<file path="src/rtl/ata_dev_pkg.sv">
// Package: shared constants and types for the ATA device status/reset controller.
// Assumes byte-wide task-file registers and an eight-entry command block.
package ata_dev_pkg;
    localparam int BYTE_W = 8;
    localparam int TF_ADDR_W = 3;

    // Offsets whose position the host decodes
    localparam int OFS_SELECT = 6;
    localparam int OFS_CMD    = 7;
    localparam int OFS_CTL    = 6;

    // Status byte bit masks
    localparam logic [BYTE_W-1:0] STAT_BSY  = 8'h80;
    localparam logic [BYTE_W-1:0] STAT_DRDY = 8'h40;
    localparam logic [BYTE_W-1:0] STAT_DF   = 8'h20;
    localparam logic [BYTE_W-1:0] STAT_SEEK = 8'h10;
    localparam logic [BYTE_W-1:0] STAT_DRQ  = 8'h08;

    // Control and select bit positions
    localparam int CTL_IDIS = 1;
    localparam int CTL_SRST = 2;
    localparam int SEL_BIT  = 4;

    typedef enum logic [2:0] {
        DS_SEL     = 3'd0,
        DS_SEL_IRQ = 3'd1,
        DS_DESEL   = 3'd2,
        DS_BUSY    = 3'd3,
        DS_SOFTRST = 3'd4
    } dev_state_e;

    typedef struct packed {
        logic stat_rd;
        logic alt_rd;
        logic cmd_wr;
        logic sel_wr;
        logic ctl_wr;
        logic tf_wr;
    } acc_act_t;
endpackage

</file>
<file path="src/rtl/ata_acc_decode.sv">
// Module: turns one host access into a set of action flags.
// Assumes one access per acc_valid cycle; wide accesses are never decoded.
module ata_acc_decode
    import ata_dev_pkg::*;
#(
    parameter int ADDR_W = TF_ADDR_W
) (
    input  logic              acc_valid,
    input  logic              acc_write,
    input  logic              acc_ctl,
    input  logic              acc_wide,
    input  logic [ADDR_W-1:0] acc_addr,
    output acc_act_t          act
);
    logic byte_ok;
    logic cmd_blk_wr;

    assign byte_ok    = acc_valid && !acc_wide;
    assign cmd_blk_wr = byte_ok && acc_write && !acc_ctl && (acc_addr != '0);

    // Classify the access by block, direction and offset
    always_comb begin
        act         = '0;
        act.tf_wr   = cmd_blk_wr;
        act.sel_wr  = cmd_blk_wr && (acc_addr == ADDR_W'(OFS_SELECT));
        act.cmd_wr  = cmd_blk_wr && (acc_addr == ADDR_W'(OFS_CMD));
        act.stat_rd = byte_ok && !acc_write && !acc_ctl && (acc_addr == ADDR_W'(OFS_CMD));
        act.ctl_wr  = byte_ok && acc_write && acc_ctl && (acc_addr == ADDR_W'(OFS_CTL));
        act.alt_rd  = byte_ok && !acc_write && acc_ctl && (acc_addr == ADDR_W'(OFS_CTL));
    end
endmodule

</file>
<file path="src/rtl/ata_taskfile.sv">
// Module: task-file register bank (offset 0 is the data port and reads 0).
// Assumes a clear request and a write never target the same cycle usefully;
// the clear wins.
module ata_taskfile
    import ata_dev_pkg::*;
#(
    parameter int ADDR_W = TF_ADDR_W,
    parameter int DATA_W = BYTE_W
) (
    input  logic              clk,
    input  logic              rst_n,
    input  logic              clr,
    input  logic              wr_en,
    input  logic [ADDR_W-1:0] wr_addr,
    input  logic [DATA_W-1:0] wr_data,
    input  logic [ADDR_W-1:0] rd_addr,
    output logic [DATA_W-1:0] rd_data,
    output logic [DATA_W-1:0] cmd_reg
);
    localparam int N_REG = 1 << ADDR_W;

    logic [DATA_W-1:0] regs [N_REG];

    generate
        for (genvar i = 0; i < N_REG; i++) begin : g_reg
            if (i == 0) begin : g_data_port
                assign regs[i] = '0;
            end else begin : g_store
                // Hold one register; cleared by reset or soft-reset release
                always_ff @(posedge clk) begin
                    if (!rst_n || clr) begin
                        regs[i] <= '0;
                    end else if (wr_en && (wr_addr == ADDR_W'(i))) begin
                        regs[i] <= wr_data;
                    end
                end
            end
        end
    endgenerate

    assign rd_data = regs[rd_addr];
    assign cmd_reg = regs[N_REG-1];
endmodule

</file>
<file path="src/rtl/ata_dev_fsm.sv">
// Module: idle/busy/soft-reset state machine, status byte, pending flag,
// interrupt-disable bit and the command start strobe.
// Assumes a control write and cmd_done do not arrive in the same cycle.
module ata_dev_fsm
    import ata_dev_pkg::*;
#(
    parameter int DATA_W = BYTE_W
) (
    input  logic              clk,
    input  logic              rst_n,
    input  logic              dev_id,
    input  acc_act_t          act,
    input  logic [DATA_W-1:0] wdata,
    input  logic              cmd_done,
    output dev_state_e        state,
    output logic [DATA_W-1:0] status,
    output logic              pend,
    output logic              idis,
    output logic              cmd_start,
    output logic              tf_clr
);
    logic       sel_match;
    dev_state_e home_state;

    assign sel_match  = (wdata[SEL_BIT] == dev_id);
    // The cleared select register has bit 4 low, so only device 0 is addressed
    assign home_state = dev_id ? DS_DESEL : DS_SEL;
    assign tf_clr     = act.ctl_wr && !wdata[CTL_SRST] && (state == DS_SOFTRST);

    // Advance the device state and keep the status byte in step
    always_ff @(posedge clk) begin
        if (!rst_n) begin
            state     <= home_state;
            status    <= STAT_DRDY;
            pend      <= 1'b0;
            idis      <= 1'b0;
            cmd_start <= 1'b0;
        end else begin
            cmd_start <= 1'b0;
            if (act.ctl_wr) begin
                idis <= wdata[CTL_IDIS];
                if (wdata[CTL_SRST]) begin
                    state  <= DS_SOFTRST;
                    status <= status | STAT_BSY;
                end else if (state == DS_SOFTRST) begin
                    state  <= home_state;
                    status <= STAT_DRDY;
                    pend   <= 1'b0;
                end else if (state == DS_SEL_IRQ && wdata[CTL_IDIS]) begin
                    state <= DS_SEL;
                    pend  <= 1'b0;
                end
            end else begin
                case (state)
                    DS_SEL: begin
                        if (act.sel_wr && !sel_match) begin
                            state <= DS_DESEL;
                        end else if (act.cmd_wr) begin
                            state     <= DS_BUSY;
                            status    <= (status | STAT_BSY) & ~(STAT_DRQ | STAT_DF);
                            cmd_start <= 1'b1;
                        end
                    end
                    DS_SEL_IRQ: begin
                        if (act.sel_wr && !sel_match) begin
                            state <= DS_DESEL;
                        end else if (act.stat_rd) begin
                            state <= DS_SEL;
                            pend  <= 1'b0;
                        end
                    end
                    DS_DESEL: begin
                        if (act.sel_wr && sel_match) begin
                            state <= (pend && !idis) ? DS_SEL_IRQ : DS_SEL;
                        end
                    end
                    DS_BUSY: begin
                        if (cmd_done) begin
                            status <= STAT_DRDY | STAT_SEEK;
                            pend   <= 1'b1;
                            state  <= idis ? DS_SEL : DS_SEL_IRQ;
                        end
                    end
                    default: begin
                        state <= state;
                    end
                endcase
            end
        end
    end
endmodule

</file>
<file path="src/rtl/ata_dev_ctrl.sv">
// Module: top of the ATA device status and reset controller.
// Assumes a static dev_id and one host access per cycle; data transfer is
// handled by an external engine driven through cmd_start / cmd_done.
module ata_dev_ctrl
    import ata_dev_pkg::*;
#(
    parameter int ADDR_W = TF_ADDR_W,
    parameter int DATA_W = BYTE_W
) (
    input  logic              clk,
    input  logic              rst_n,
    input  logic              dev_id,
    input  logic              acc_valid,
    input  logic              acc_write,
    input  logic              acc_ctl,
    input  logic              acc_wide,
    input  logic [ADDR_W-1:0] acc_addr,
    input  logic [DATA_W-1:0] acc_wdata,
    output logic [DATA_W-1:0] rd_data,
    output logic              cmd_start,
    output logic [DATA_W-1:0] cmd_code,
    input  logic              cmd_done,
    output logic              irq
);
    acc_act_t          act_w;
    dev_state_e        state_w;
    logic [DATA_W-1:0] status_w;
    logic [DATA_W-1:0] tf_rd_w;
    logic              pend_w;
    logic              idis_w;
    logic              tf_clr_w;
    logic              ctl_wr_w;

    ata_acc_decode #(.ADDR_W(ADDR_W)) u_dec (
        .acc_valid (acc_valid),
        .acc_write (acc_write),
        .acc_ctl   (acc_ctl),
        .acc_wide  (acc_wide),
        .acc_addr  (acc_addr),
        .act       (act_w)
    );

    ata_taskfile #(.ADDR_W(ADDR_W), .DATA_W(DATA_W)) u_tf (
        .clk     (clk),
        .rst_n   (rst_n),
        .clr     (tf_clr_w),
        .wr_en   (act_w.tf_wr),
        .wr_addr (acc_addr),
        .wr_data (acc_wdata),
        .rd_addr (acc_addr),
        .rd_data (tf_rd_w),
        .cmd_reg (cmd_code)
    );

    ata_dev_fsm #(.DATA_W(DATA_W)) u_fsm (
        .clk       (clk),
        .rst_n     (rst_n),
        .dev_id    (dev_id),
        .act       (act_w),
        .wdata     (acc_wdata),
        .cmd_done  (cmd_done),
        .state     (state_w),
        .status    (status_w),
        .pend      (pend_w),
        .idis      (idis_w),
        .cmd_start (cmd_start),
        .tf_clr    (tf_clr_w)
    );

    assign ctl_wr_w = act_w.ctl_wr;
    assign irq      = (state_w == DS_SEL_IRQ);

    // Pick the read source: shared status byte, a task-file register, or 0
    always_comb begin
        if (act_w.stat_rd || act_w.alt_rd) begin
            rd_data = status_w;
        end else if (acc_valid && !acc_write && !acc_wide && !acc_ctl) begin
            rd_data = tf_rd_w;
        end else begin
            rd_data = '0;
        end
    end
endmodule

</file>
<file path="config.mk">
export PLATFORM = sky130hd
export DESIGN_NAME = ata_dev_ctrl
export DESIGN_NICKNAME = d
export VERILOG_FILES = /design/src/rtl/ata_dev_pkg.sv /design/src/rtl/ata_acc_decode.sv /design/src/rtl/ata_taskfile.sv /design/src/rtl/ata_dev_fsm.sv /design/src/rtl/ata_dev_ctrl.sv
export SDC_FILE = /design/constraint.sdc
export NUM_CORES = 1
export LEC_CHECK = 0
export BUFFER_PORTS_ARGS = -buffer_cell sky130_fd_sc_hd__buf_2
export CORE_UTILIZATION = 62
export CTS_CLUSTER_DIAMETER = 60
export DETAILED_ROUTE_END_ITERATION = 10
export MAX_ROUTING_LAYER = met4
export PLACE_DENSITY = 0.89
export SYNTH_ARGS = -nofsm -noshare
export SYNTH_HDL_FRONTEND = slang
export SYNTH_SLANG_ARGS = --single-unit
export TNS_END_PERCENT = 1
</file>
<file path="constraint.sdc">
create_clock -name clk -period 3.3 [get_ports clk]
set_clock_uncertainty 0.15 [all_clocks]
set_input_delay 0 -clock clk [delete_from_list [all_inputs] [get_ports clk]]
set_output_delay 0 -clock clk [all_outputs]
set_load 0.02 [all_outputs]
</file>
==> summary by stage <==
Run status
The flow ran to the end, and the final reports show no timing, DRC or antenna violations.

Worst hold path
The worst hold path startpoint is acc_ctl. The worst min-delay path class is primary input to flop. The end point of the most critical hold path is u_fsm.pend. The cell depth of the worst min-delay path is 5.

Floorplanning
The overall die height is 73.2 um. The die span in x is 73.2 um. In this run the core area contains 25 standard-cell rows.

For this design the top-level I/O count stands at 37. The floorplan step defined a die boundary enclosing 5360 sq um. For this configuration, the core starts out at a cell density of 65.6%.

The area of the placeable core is 4790 sq um.

Timing
For the pin with the worst max-slew slack, the measured transition is 0.723 ns. Measured against its own limit, the worst slew margin works out to 51.7%. The final number of hold-violating endpoints was 0. The count of endpoints failing setup in the final report is 0. The number of pins exceeding their max-slew limit in the final report was 0. Setup repair after global routing left no endpoint under its margin. The worst hold slack is 0.0593 ns. The final worst-path cycle share is 84.1%. The shortest clock period the worst path allows after layout is 2.78 ns. The sum of negative setup slack is 0 ns. Static timing analysis puts the maximum clock frequency at 360 MHz.

Finish
The number of nets at the end of the flow is 393. The post-synthesis to final-layout area growth is 14.7%. The register with the most flip-flops in the layout has 48 of them. Counting the fill cells in the layout gives 346. In the final layout, the share of cells above drive strength 1 is 17.7%.

0 antenna diodes ended up in the layout.

Logic synthesis
The count of state elements after synthesis is 65. The number of library cell types mapped by synthesis is 37. The post-synthesis instance total is 340. The number of synthesized flops with an enable pin is 3. In the synthesized netlist the async set-or-reset flop fraction comes to 0%. Sequential elements use 42.4% of the synthesized area.

The post-synthesis instance area is 3140 sq um. The number of nets produced by synthesis is 359. The synthesized area per cell is 9.24 sq um. During synthesis, Yosys emitted a total of 0 warnings. The most instantiated flip-flop cell in the synthesis netlist is dfxtp_1.

CTS
The TritonCTS buffer count is 9. After clock tree synthesis, the flow added hold-fix buffers numbering 15. The maximum level of the CTS H-tree is 3.

The later pin in the worst-skew pair is clocked with a latency of 0.34 ns. The register clock-pin slew on the reported worst setup and hold paths is 0.07 ns. The clock tree buffer depth is 2. TritonCTS built the clock tree.

The count of cells resized by post-cts repair is 0. The number of buffers inserted by post-CTS setup repair is 0. The clock tree root buffer cell is clkbuf_8. The number of clock sinks is 65.

Worst setup path
The critical path contains buffers and inverters numbering 2 combined. At the worst endpoint, the required time is 3.36 ns. The largest delay contributor family on the critical path is buffers and inverters. For this design, the slowest cell found on the critical path is edfxtp_1.

The capturing element type of the critical path is a flop. The worst setup path is launched from a flop. The most numerous cell type found on the critical path is nand2_1. The critical path goes through nor2_1 -> nand2_1 -> o31ai_4 -> buf_4 -> nand2_1 -> nand2_1 -> dlygate4sd3_1. The highest cell delay on the worst timing path is 0.55 ns. The internal reg-to-reg setup slack is 0.52 ns. The startpoint identified for the worst register-to-register timing path is u_fsm.state[0]. The peak fanout along the critical path is 59. For the worst setup path, the data arrival time is 2.84 ns. Measured in cells, the most critical reg-to-reg path has a length of 7. The kind of critical path is flop to flop. The worst register-to-register path ends at u_fsm.state[1].

Power
The combinational power share is 8.9%. The share of total power dissipated in the clock network is 40.9%. The switching share of total power is 24.5%.

For this design the ratio of total power to cell area is 450 nW/um^2. Across the VDD grid, the largest voltage drop is 273 uV. The switching component of the power is 0.398 mW. The analysis attributes to cell leakage a power of 1.63 nW. The sequential fraction of design power is 50.2%. The internal portion of total power is 1.22 mW.

Placed design
Once detailed placement completed, the half-perimeter wirelength came to 4660 um. The number of buffer cells added on primary ports is 36. Routability-driven placement finished with a final weighted congestion of 0.884.

Detailed routing
For this run, design rule violations remaining after detail routing come to 0. Dividing the detail-routed wire length by the instance count gives 16.5 um. The via density per instance is 5.98. Summed over all layers, the routed wires come to 7360 um.

The count of nets left with antenna violations after detail routing is 0. The pre-antenna-repair detailed-routing pass consisted of 6 iterations. In this run, the number of DRC markers left after iteration 0 of detailed routing was 307.

The detailed router placed 2665 vias in this run.

GRT
The number of global-route vias before repair was 2442. The total routing resource utilization after global routing is 30.6%. The maximum number of pins on one net before global-route repair is 60. For met1 alone, demand over resource in global routing was 36.8%. For met3 alone, demand over resource in global routing was 8.56%.

The number of antenna violations at the first check in global routing came to 0. The remaining global-route overflow is 0. The first global-routing pass estimated 11600 um of wire. The global-route layer with the greatest usage is met2. The met2 global-route usage is 47.3%.

Flow run
Across the run, the number of max-cap violations was 0.
-- power by group through the flow --
stage	sequential [mW]	clock [mW]	combinational, mW
after floorplan	0.821	0	0.0995
after global placement	0.831	0	0.123
after detailed placement	0.832	0	0.127
final	0.815	0.663	0.144
after CTS	0.814	0.669	0.141
after global routing	0.816	0.709	0.156
-- worst reg2reg max path, cell delays in order, from the launching register on --
cell	delay (ns)
edfxtp_1	0.55
nor2_1	0.33
nand2_1	0.16
o31ai_4	0.19
buf_4	0.50
nand2_1	0.16
nand2_1	0.07
dlygate4sd3_1	0.54
-- layout by cell type (no fill, tap or decap), types with 2 or more instances in the layout --
cell           count
mux2i_1           65
nor2_1            73
inv_1              2
clkbuf_8          10
nor4_1             2
a211oi_1           8
nand3_1            5
buf_2             36
nor3_1             7
o21ai_0            4
nor2_2             2
or3_1              2
nor2b_1            2
nand4_1            3
a221oi_1           8
edfxtp_1           3
xnor2_1            2
dlygate4sd3_1     15
clkbuf_1           3
nand2_1           11
clkinv_2           2
mux2_2             8
buf_4              5
nand2b_1           5
dfxtp_1           62
a21o_1             2
o31ai_1            2
nand3b_1           3
and3_1             2
a21oi_1           14
-- cell usage after synthesis (3+ instances only) --
cell type	number	area share [%]
clkbuf_1	12	1.4
nand2b_1	5	1.0
edfxtp_1	3	2.9
buf_4	12	2.9
nand2_1	11	1.3
a21oi_1	14	2.2
a221oi_1	8	2.2
mux2i_1	65	21
mux2_2	8	2.9
buf_2	9	1.4
nand3b_1	3	0.72
a211oi_1	8	1.9
o21ai_0	4	0.64
nor3_1	7	1.1
nor2_1	73	8.7
dfxtp_1	62	40
nand3_1	5	0.80
nand4_1	3	0.60
-- area by class of cell --
type                       count  area [sq um]  share of cell area (%)
tap                           67          83.8                    2.33
multi-input combinational    240          1620                    45.1
sequential                    65          1330                    37.0
clock buffer                  13           149                    4.13
timing repair buffer          56           368                    10.2
clock inverter                 3          40.0                    1.11
inverter                       2          7.51                   0.208
-- cell families (layout without fill, tap and decap cells) --
family                 Yosys count  in the layout  synth area share, %
buffers and inverters           35             74                 5.97
multiplexers                    73             73                 23.6
AND/OR/NAND/NOR                121            121                 17.5
XOR/XNOR                         3              3                0.836
flip-flops                      65             65                 42.4
AO/OA/AOI/OAI                   43             43                 9.76
-- metrics by stage --
stage / cell area (sq um) / power (mW) / instances / setup WS (ns) / utilization (%)
after floorplan: 3140 / 0.920 / 340 / 1.54 / -
after global placement: 3260 / 0.954 / 415 / 1.09 / 68.2
after detailed placement: 3260 / 0.959 / 415 / 1.03 / 68.2
after CTS: 3600 / 1.62 / 446 / 0.576 / 75.3
after global routing: 3600 / 1.68 / 446 / 0.393 / 75.3
final: 3600 / 1.62 / 446 / 0.525 / 75.3
-- worst max-delay path by stage --
stage,slack (ns),end,cells past startpoint,start
finish,0.52,u_fsm.state[1],7,u_fsm.state[0]
global route,0.39,u_fsm.state[1],7,u_fsm.state[0]
CTS,0.58,u_fsm.state[1],7,u_fsm.state[0]
detailed placement,1.03,u_fsm.state[1],7,acc_addr[1]
global placement,1.09,u_fsm.state[1],7,acc_addr[0]
floorplan,1.54,u_tf.regs[18],7,u_fsm.state[1]
-- layer usage --
layer	up-vias	wire, um
li1	1253	-
met1	1267	3070
met2	127	3580
met3	18	565
met4	0	152
met5	-	0
No activity file was read; power rests on OpenSTA's default activity.
